## src/rtl/apbm_pkg.sv

```systemverilog
package apbm_pkg;
  typedef enum logic [1:0] {
    ST_IDLE   = 2'd0,
    ST_SETUP  = 2'd1,
    ST_ACCESS = 2'd2
  } apbm_state_e;
endpackage

```

## src/rtl/apbm_decode.sv

```systemverilog
// Peripheral select decode from the address select field.
module apbm_decode #(
  parameter int NUM_SLV = 4,
  parameter int SEL_W   = 4
) (
  input  logic [SEL_W-1:0]   fld,
  output logic [NUM_SLV-1:0] sel,
  output logic               hit
);
  generate
    for (genvar i = 0; i < NUM_SLV; i++) begin : g_sel
      assign sel[i] = (fld == SEL_W'(i));
    end
  endgenerate

  assign hit = |sel;
endmodule

```

## src/rtl/apbm_fsm.sv

```systemverilog
// Phase sequencer: idle, one setup cycle, access stretched by pready.
module apbm_fsm
  import apbm_pkg::*;
(
  input  logic        clk,
  input  logic        rst_n,
  input  logic        start,
  input  logic        pready,
  output apbm_state_e state
);
  apbm_state_e state_nx;

  always_comb begin
    state_nx = state;
    case (state)
      ST_IDLE:   if (start) state_nx = ST_SETUP;
      ST_SETUP:  state_nx = ST_ACCESS;
      ST_ACCESS: if (pready) state_nx = start ? ST_SETUP : ST_IDLE;
      default:   state_nx = ST_IDLE;
    endcase
  end

  always_ff @(posedge clk or negedge rst_n) begin
    if (!rst_n) state <= ST_IDLE;
    else        state <= state_nx;
  end
endmodule

```

## src/rtl/apbm_resp.sv

```systemverilog
// Registered completion: pulse, read data and error flag.
module apbm_resp #(
  parameter int DW = 32
) (
  input  logic          clk,
  input  logic          rst_n,
  input  logic          complete,
  input  logic          miss,
  input  logic          is_write,
  input  logic [DW-1:0] prdata,
  input  logic          pslverr,
  output logic          done,
  output logic [DW-1:0] rdata,
  output logic          err
);
  logic          load_en;
  logic [DW-1:0] rdata_nx;
  logic          err_nx;

  assign load_en = complete | miss;

  always_comb begin
    if (complete) begin
      rdata_nx = is_write ? '0 : prdata;
      err_nx   = pslverr;
    end else begin
      rdata_nx = '0;
      err_nx   = 1'b1;
    end
  end

  always_ff @(posedge clk or negedge rst_n) begin
    if (!rst_n) begin
      done  <= 1'b0;
      rdata <= '0;
      err   <= 1'b0;
    end else begin
      done <= load_en;
      if (load_en) begin
        rdata <= rdata_nx;
        err   <= err_nx;
      end
    end
  end
endmodule

```

## src/rtl/apbm_requester.sv

```systemverilog
// APB transfer requester: command handshake in, APB phases out.
module apbm_requester
  import apbm_pkg::*;
#(
  parameter int AW      = 16,
  parameter int DW      = 32,
  parameter int NUM_SLV = 4,
  parameter int SEL_LSB = 12,
  parameter int SEL_W   = 4
) (
  input  logic               clk,
  input  logic               rst_n,
  input  logic               cmd_valid,
  output logic               cmd_ready,
  input  logic [AW-1:0]      cmd_addr,
  input  logic               cmd_write,
  input  logic [DW-1:0]      cmd_wdata,
  output logic               rsp_done,
  output logic [DW-1:0]      rsp_rdata,
  output logic               rsp_err,
  output logic [NUM_SLV-1:0] psel,
  output logic               penable,
  output logic [AW-1:0]      paddr,
  output logic               pwrite,
  output logic [DW-1:0]      pwdata,
  input  logic               pready,
  input  logic [DW-1:0]      prdata,
  input  logic               pslverr
);
  apbm_state_e        state;
  logic [NUM_SLV-1:0] dec_sel;
  logic               dec_hit;
  logic [NUM_SLV-1:0] sel_q;
  logic               completing;
  logic               accept;
  logic               start;
  logic               miss;

  apbm_decode #(.NUM_SLV(NUM_SLV), .SEL_W(SEL_W)) u_decode (
    .fld (cmd_addr[SEL_LSB +: SEL_W]),
    .sel (dec_sel),
    .hit (dec_hit)
  );

  assign completing = (state == ST_ACCESS) & pready;
  assign cmd_ready  = (state == ST_IDLE) | (completing & dec_hit);
  assign accept     = cmd_valid & cmd_ready;
  assign start      = accept & dec_hit;
  assign miss       = accept & ~dec_hit;

  apbm_fsm u_fsm (
    .clk    (clk),
    .rst_n  (rst_n),
    .start  (start),
    .pready (pready),
    .state  (state)
  );

  // Command register, loaded only when a mapped command is taken.
  always_ff @(posedge clk or negedge rst_n) begin
    if (!rst_n) begin
      paddr  <= '0;
      pwrite <= 1'b0;
      pwdata <= '0;
      sel_q  <= '0;
    end else if (start) begin
      paddr  <= cmd_addr;
      pwrite <= cmd_write;
      pwdata <= cmd_wdata;
      sel_q  <= dec_sel;
    end
  end

  assign psel    = (state != ST_IDLE) ? sel_q : '0;
  assign penable = (state == ST_ACCESS);

  apbm_resp #(.DW(DW)) u_resp (
    .clk      (clk),
    .rst_n    (rst_n),
    .complete (completing),
    .miss     (miss),
    .is_write (pwrite),
    .prdata   (prdata),
    .pslverr  (pslverr),
    .done     (rsp_done),
    .rdata    (rsp_rdata),
    .err      (rsp_err)
  );
endmodule

```

## config.mk

```make
export PLATFORM = sky130hd
export DESIGN_NAME = apbm_requester
export DESIGN_NICKNAME = d
export VERILOG_FILES = /design/src/rtl/apbm_pkg.sv /design/src/rtl/apbm_decode.sv /design/src/rtl/apbm_fsm.sv /design/src/rtl/apbm_resp.sv /design/src/rtl/apbm_requester.sv
export SDC_FILE = /design/constraint.sdc
export NUM_CORES = 1
export LEC_CHECK = 0
export ABC_AREA = 0
export BUFFER_PORTS_ARGS = -buffer_cell sky130_fd_sc_hd__buf_2
export CAP_MARGIN = 5
export CORE_MARGIN = 2
export CORE_UTILIZATION = 30
export CTS_CLUSTER_DIAMETER = 80
export DETAILED_ROUTE_END_ITERATION = 10
export PLACE_DENSITY = 0.59
export REMOVE_ABC_BUFFERS = 1
export SYNTH_ARGS = -nofsm -noshare
export SYNTH_HDL_FRONTEND = slang
export SYNTH_SLANG_ARGS = --single-unit
```

## constraint.sdc

```tcl
create_clock -name clk -period 3.05 [get_ports clk]
set_input_delay 0.4575 -clock clk [delete_from_list [all_inputs] [get_ports clk]]
set_output_delay 0.4575 -clock clk [all_outputs]
set_load 0.01 [all_outputs]
```

==> metrics.csv <==
metric;value;unit
average size of a mapped cell;16.4;um^2
Routed WL;7.91;mm
Avg WL per Cell;14.3;um
Die Span Y;115;um
Worst-Margin Slew;877;ps
RSZ-0062 raised after global routing;false;
Pleak;2.68;nW
RR Startpoint;u_fsm.state[0];
detailed placement HPWL;5.72;mm
number of antenna diodes;0;
r2r worst-path depth;3;
Core Util, Final;0.413;
GRT Util Overall;0.120;
Distinct cells, synth;25;
htree depth;3;
synth top area cells;dfrtp_1 (61%), mux2_4 (19%), a32o_1 (8.7%);
clock share of power;0.331;
sequential power share;0.452;
post-CTS setup buffers;0;
core area;12000;um^2
final hold violation count;0;
Seq/Total Area, Yosys;0.608;
area leader, netlist;dfrtp_1;
Post-CTS Hold Buffers;0;
PostCTS Resize Cnt;0;
max-slew violation count;0;
share of cells above drive strength 1;0.618;
largest net degree at the start of global routing;47;
Startpoint Class;register;
result of the run;finished, final reports clean;
starting density of the core;0.306;
CTS root buf;clkbuf_16;
clk_lat worst skew;340;ps
Chip Width;115;um
fin crit share;0.742;
max cap viols;0;
antenna-violating nets left;0;
final setup fails;0;
beginning of the critical path;u_fsm.state[0];
Overflow after GRT;0;
DR vias;2470;
I/O pins;175;
Placer Congestion;0.719;
vias in the first global route;2440;
Final WS setup;787;ps
number of synthesis warnings;0;
antenna violations before repair;0;
Pwr Density;667;nW/um^2
CP Data Arrival Time;2480;ps
CP Max Fanout;25;
skew final;3.43;ps
Finished Layout Cells;553;
reg-to-reg slack, setup;790;ps
TritonRoute pass-1 iters;4;
setup TNS;0;ps
Int Power;2.44;mW
drt drc;0;
Setup crit end kind;register;
clk sinks;89;
Achievable Freq;442;MHz
post-synthesis register bit count;89;
IO Port Bufs;174;
pre-CTS WS;644;ps
fin crit period;2260;ps
Mapped Area;3660;um^2
top-area cell type share of the netlist area;0.608;
CP Data Required Time;3270;ps
global-route wire length before repair;12.0;mm
Post-DP Area;4650;um^2
Placed Cells;537;
Area growth syn-to-layout;35.0;%
Sw Share;0.259;
Final nets;487;
post-route cell area;4940;um^2
vias per inst;4.47;
TritonCTS Buffers;9;
slew margin rel.;0.412;
switching power;0.855;mW
FF-to-FF End;pwdata[1];
Die ar.;13100;um^2
# rows;40;
Synth Instances;223;
CTS max path bufs;2;
DR iter-0 viols;80;
Hold Crit Class;in2async;
fill cell count;1107;
CTS tree;done;
Crit Path Class;reg2reg;
maximum VDD drop;269;uV
Reg clk slew, reported paths;60;ps
Setup crit end;pwdata[1];
combinational cell fraction of total power;0.217;
-- through the flow --
step	power [mW]	hold slack, ps
floorplan	1.90	162
global placement	2.23	467
detailed placement	2.24	475
CTS	3.36	119
global route	3.47	153
finish	3.30	110
-- synth_stat cells --
master,number
dfrtp_1,89
mux2_4,46
a32o_1,32
buf_6,14
nor2_1,6
nor2b_1,5
mux2_2,4
inv_1,3
a21oi_1,2
and2_1,2
buf_2,2
buf_4,2
mux2i_1,2
nand2_1,2
nand2b_1,2
a2bb2oi_1,1
clkbuf_2,1
nand2_2,1
nand4b_1,1
nor3_2,1
o21a_1,1
o21ai_1,1
o22ai_1,1
or2_1,1
or3_1,1
-- registers in the layout, indices dropped and copies added (netlist names) --
| register | count |
|---|---|
| u_fsm.state | 2 |
| u_resp.err | 1 |
| sel_q | 4 |
| u_resp.rdata | 32 |
| pwrite | 1 |
| u_resp.done | 1 |
| pwdata | 32 |
| paddr | 16 |
-- worst max-delay path: stages (launching register included) --
cell and delay, ps:
dfrtp_1 510, nand4b_1 830, buf_12 470, mux2_4 320
-- kinds of logic (layout without fill, tap and decap cells) --
group / Yosys count / after routing / share of synthesized area
AO/OA/AOI/OAI: 38 / 38 / 0.0977
buffers and inverters: 22 / 205 / 0.0543
flip-flops: 89 / 89 / 0.608
multiplexers: 52 / 52 / 0.206
AND/OR/NAND/NOR: 22 / 22 / 0.0338
-- placed cells by master, fill, tap and decap left out, types with 2 or more instances in the layout --
master	Yosys	routed
a32o_1	32	32
and2_1	2	2
a21oi_1	2	2
mux2_4	46	46
nor2_1	6	6
nand2b_1	2	2
mux2i_1	2	2
inv_1	3	3
buf_2	2	173
nand2_1	2	2
clkbuf_16	0	9
mux2_2	4	4
clkinv_2	0	2
clkbuf_1	0	3
nor2b_1	5	5
buf_4	2	11
buf_12	0	2
dfrtp_1	89	89
-- worst min path at each step --
stage          slack [ps]  depth (start not counted)      start                to
2_1_floorplan         160                          0      rst_n          paddr[0]
6_report              110                          1      rst_n  u_resp.rdata[23]
3_5_place_dp          480                          1  paddr[14]         paddr[14]
4_1_cts               120                          1      rst_n  u_resp.rdata[19]
5_1_grt               150                          1      rst_n  u_resp.rdata[13]
3_3_place_gp          470                          1  paddr[15]         paddr[15]
-- per-layer routing --
metal | share of wire | vias to the layer above | global-route usage
met2 | 0.45 | 119 | 0.185
met5 | 0 | - | 0
li1 | - | 1179 | -
met3 | 0.076 | 12 | 0.0349
met4 | 0.022 | 0 | 0.0659
met1 | 0.45 | 1160 | 0.151
-- power by group through the flow --
stage	Sequential [mW]	Combinational [mW]	Clock (mW)
2_1_floorplan	1.59	0.316	0
6_report	1.49	0.717	1.09
5_1_grt	1.52	0.774	1.18
4_1_cts	1.49	0.729	1.14
3_3_place_gp	1.51	0.717	0
3_5_place_dp	1.51	0.731	0
-- layout make-up --
cell class	instances	area, um^2	area share
clock inverters	3	40.0	0.00810
repair buffers	186	988	0.200
well taps	147	184	0.0372
flip-flops and latches	89	2230	0.450
clock buffers	13	250	0.0506
inverters	3	11.3	0.00228
multi-input cells	112	1240	0.252
No activity file was read; power rests on OpenSTA's default activity.
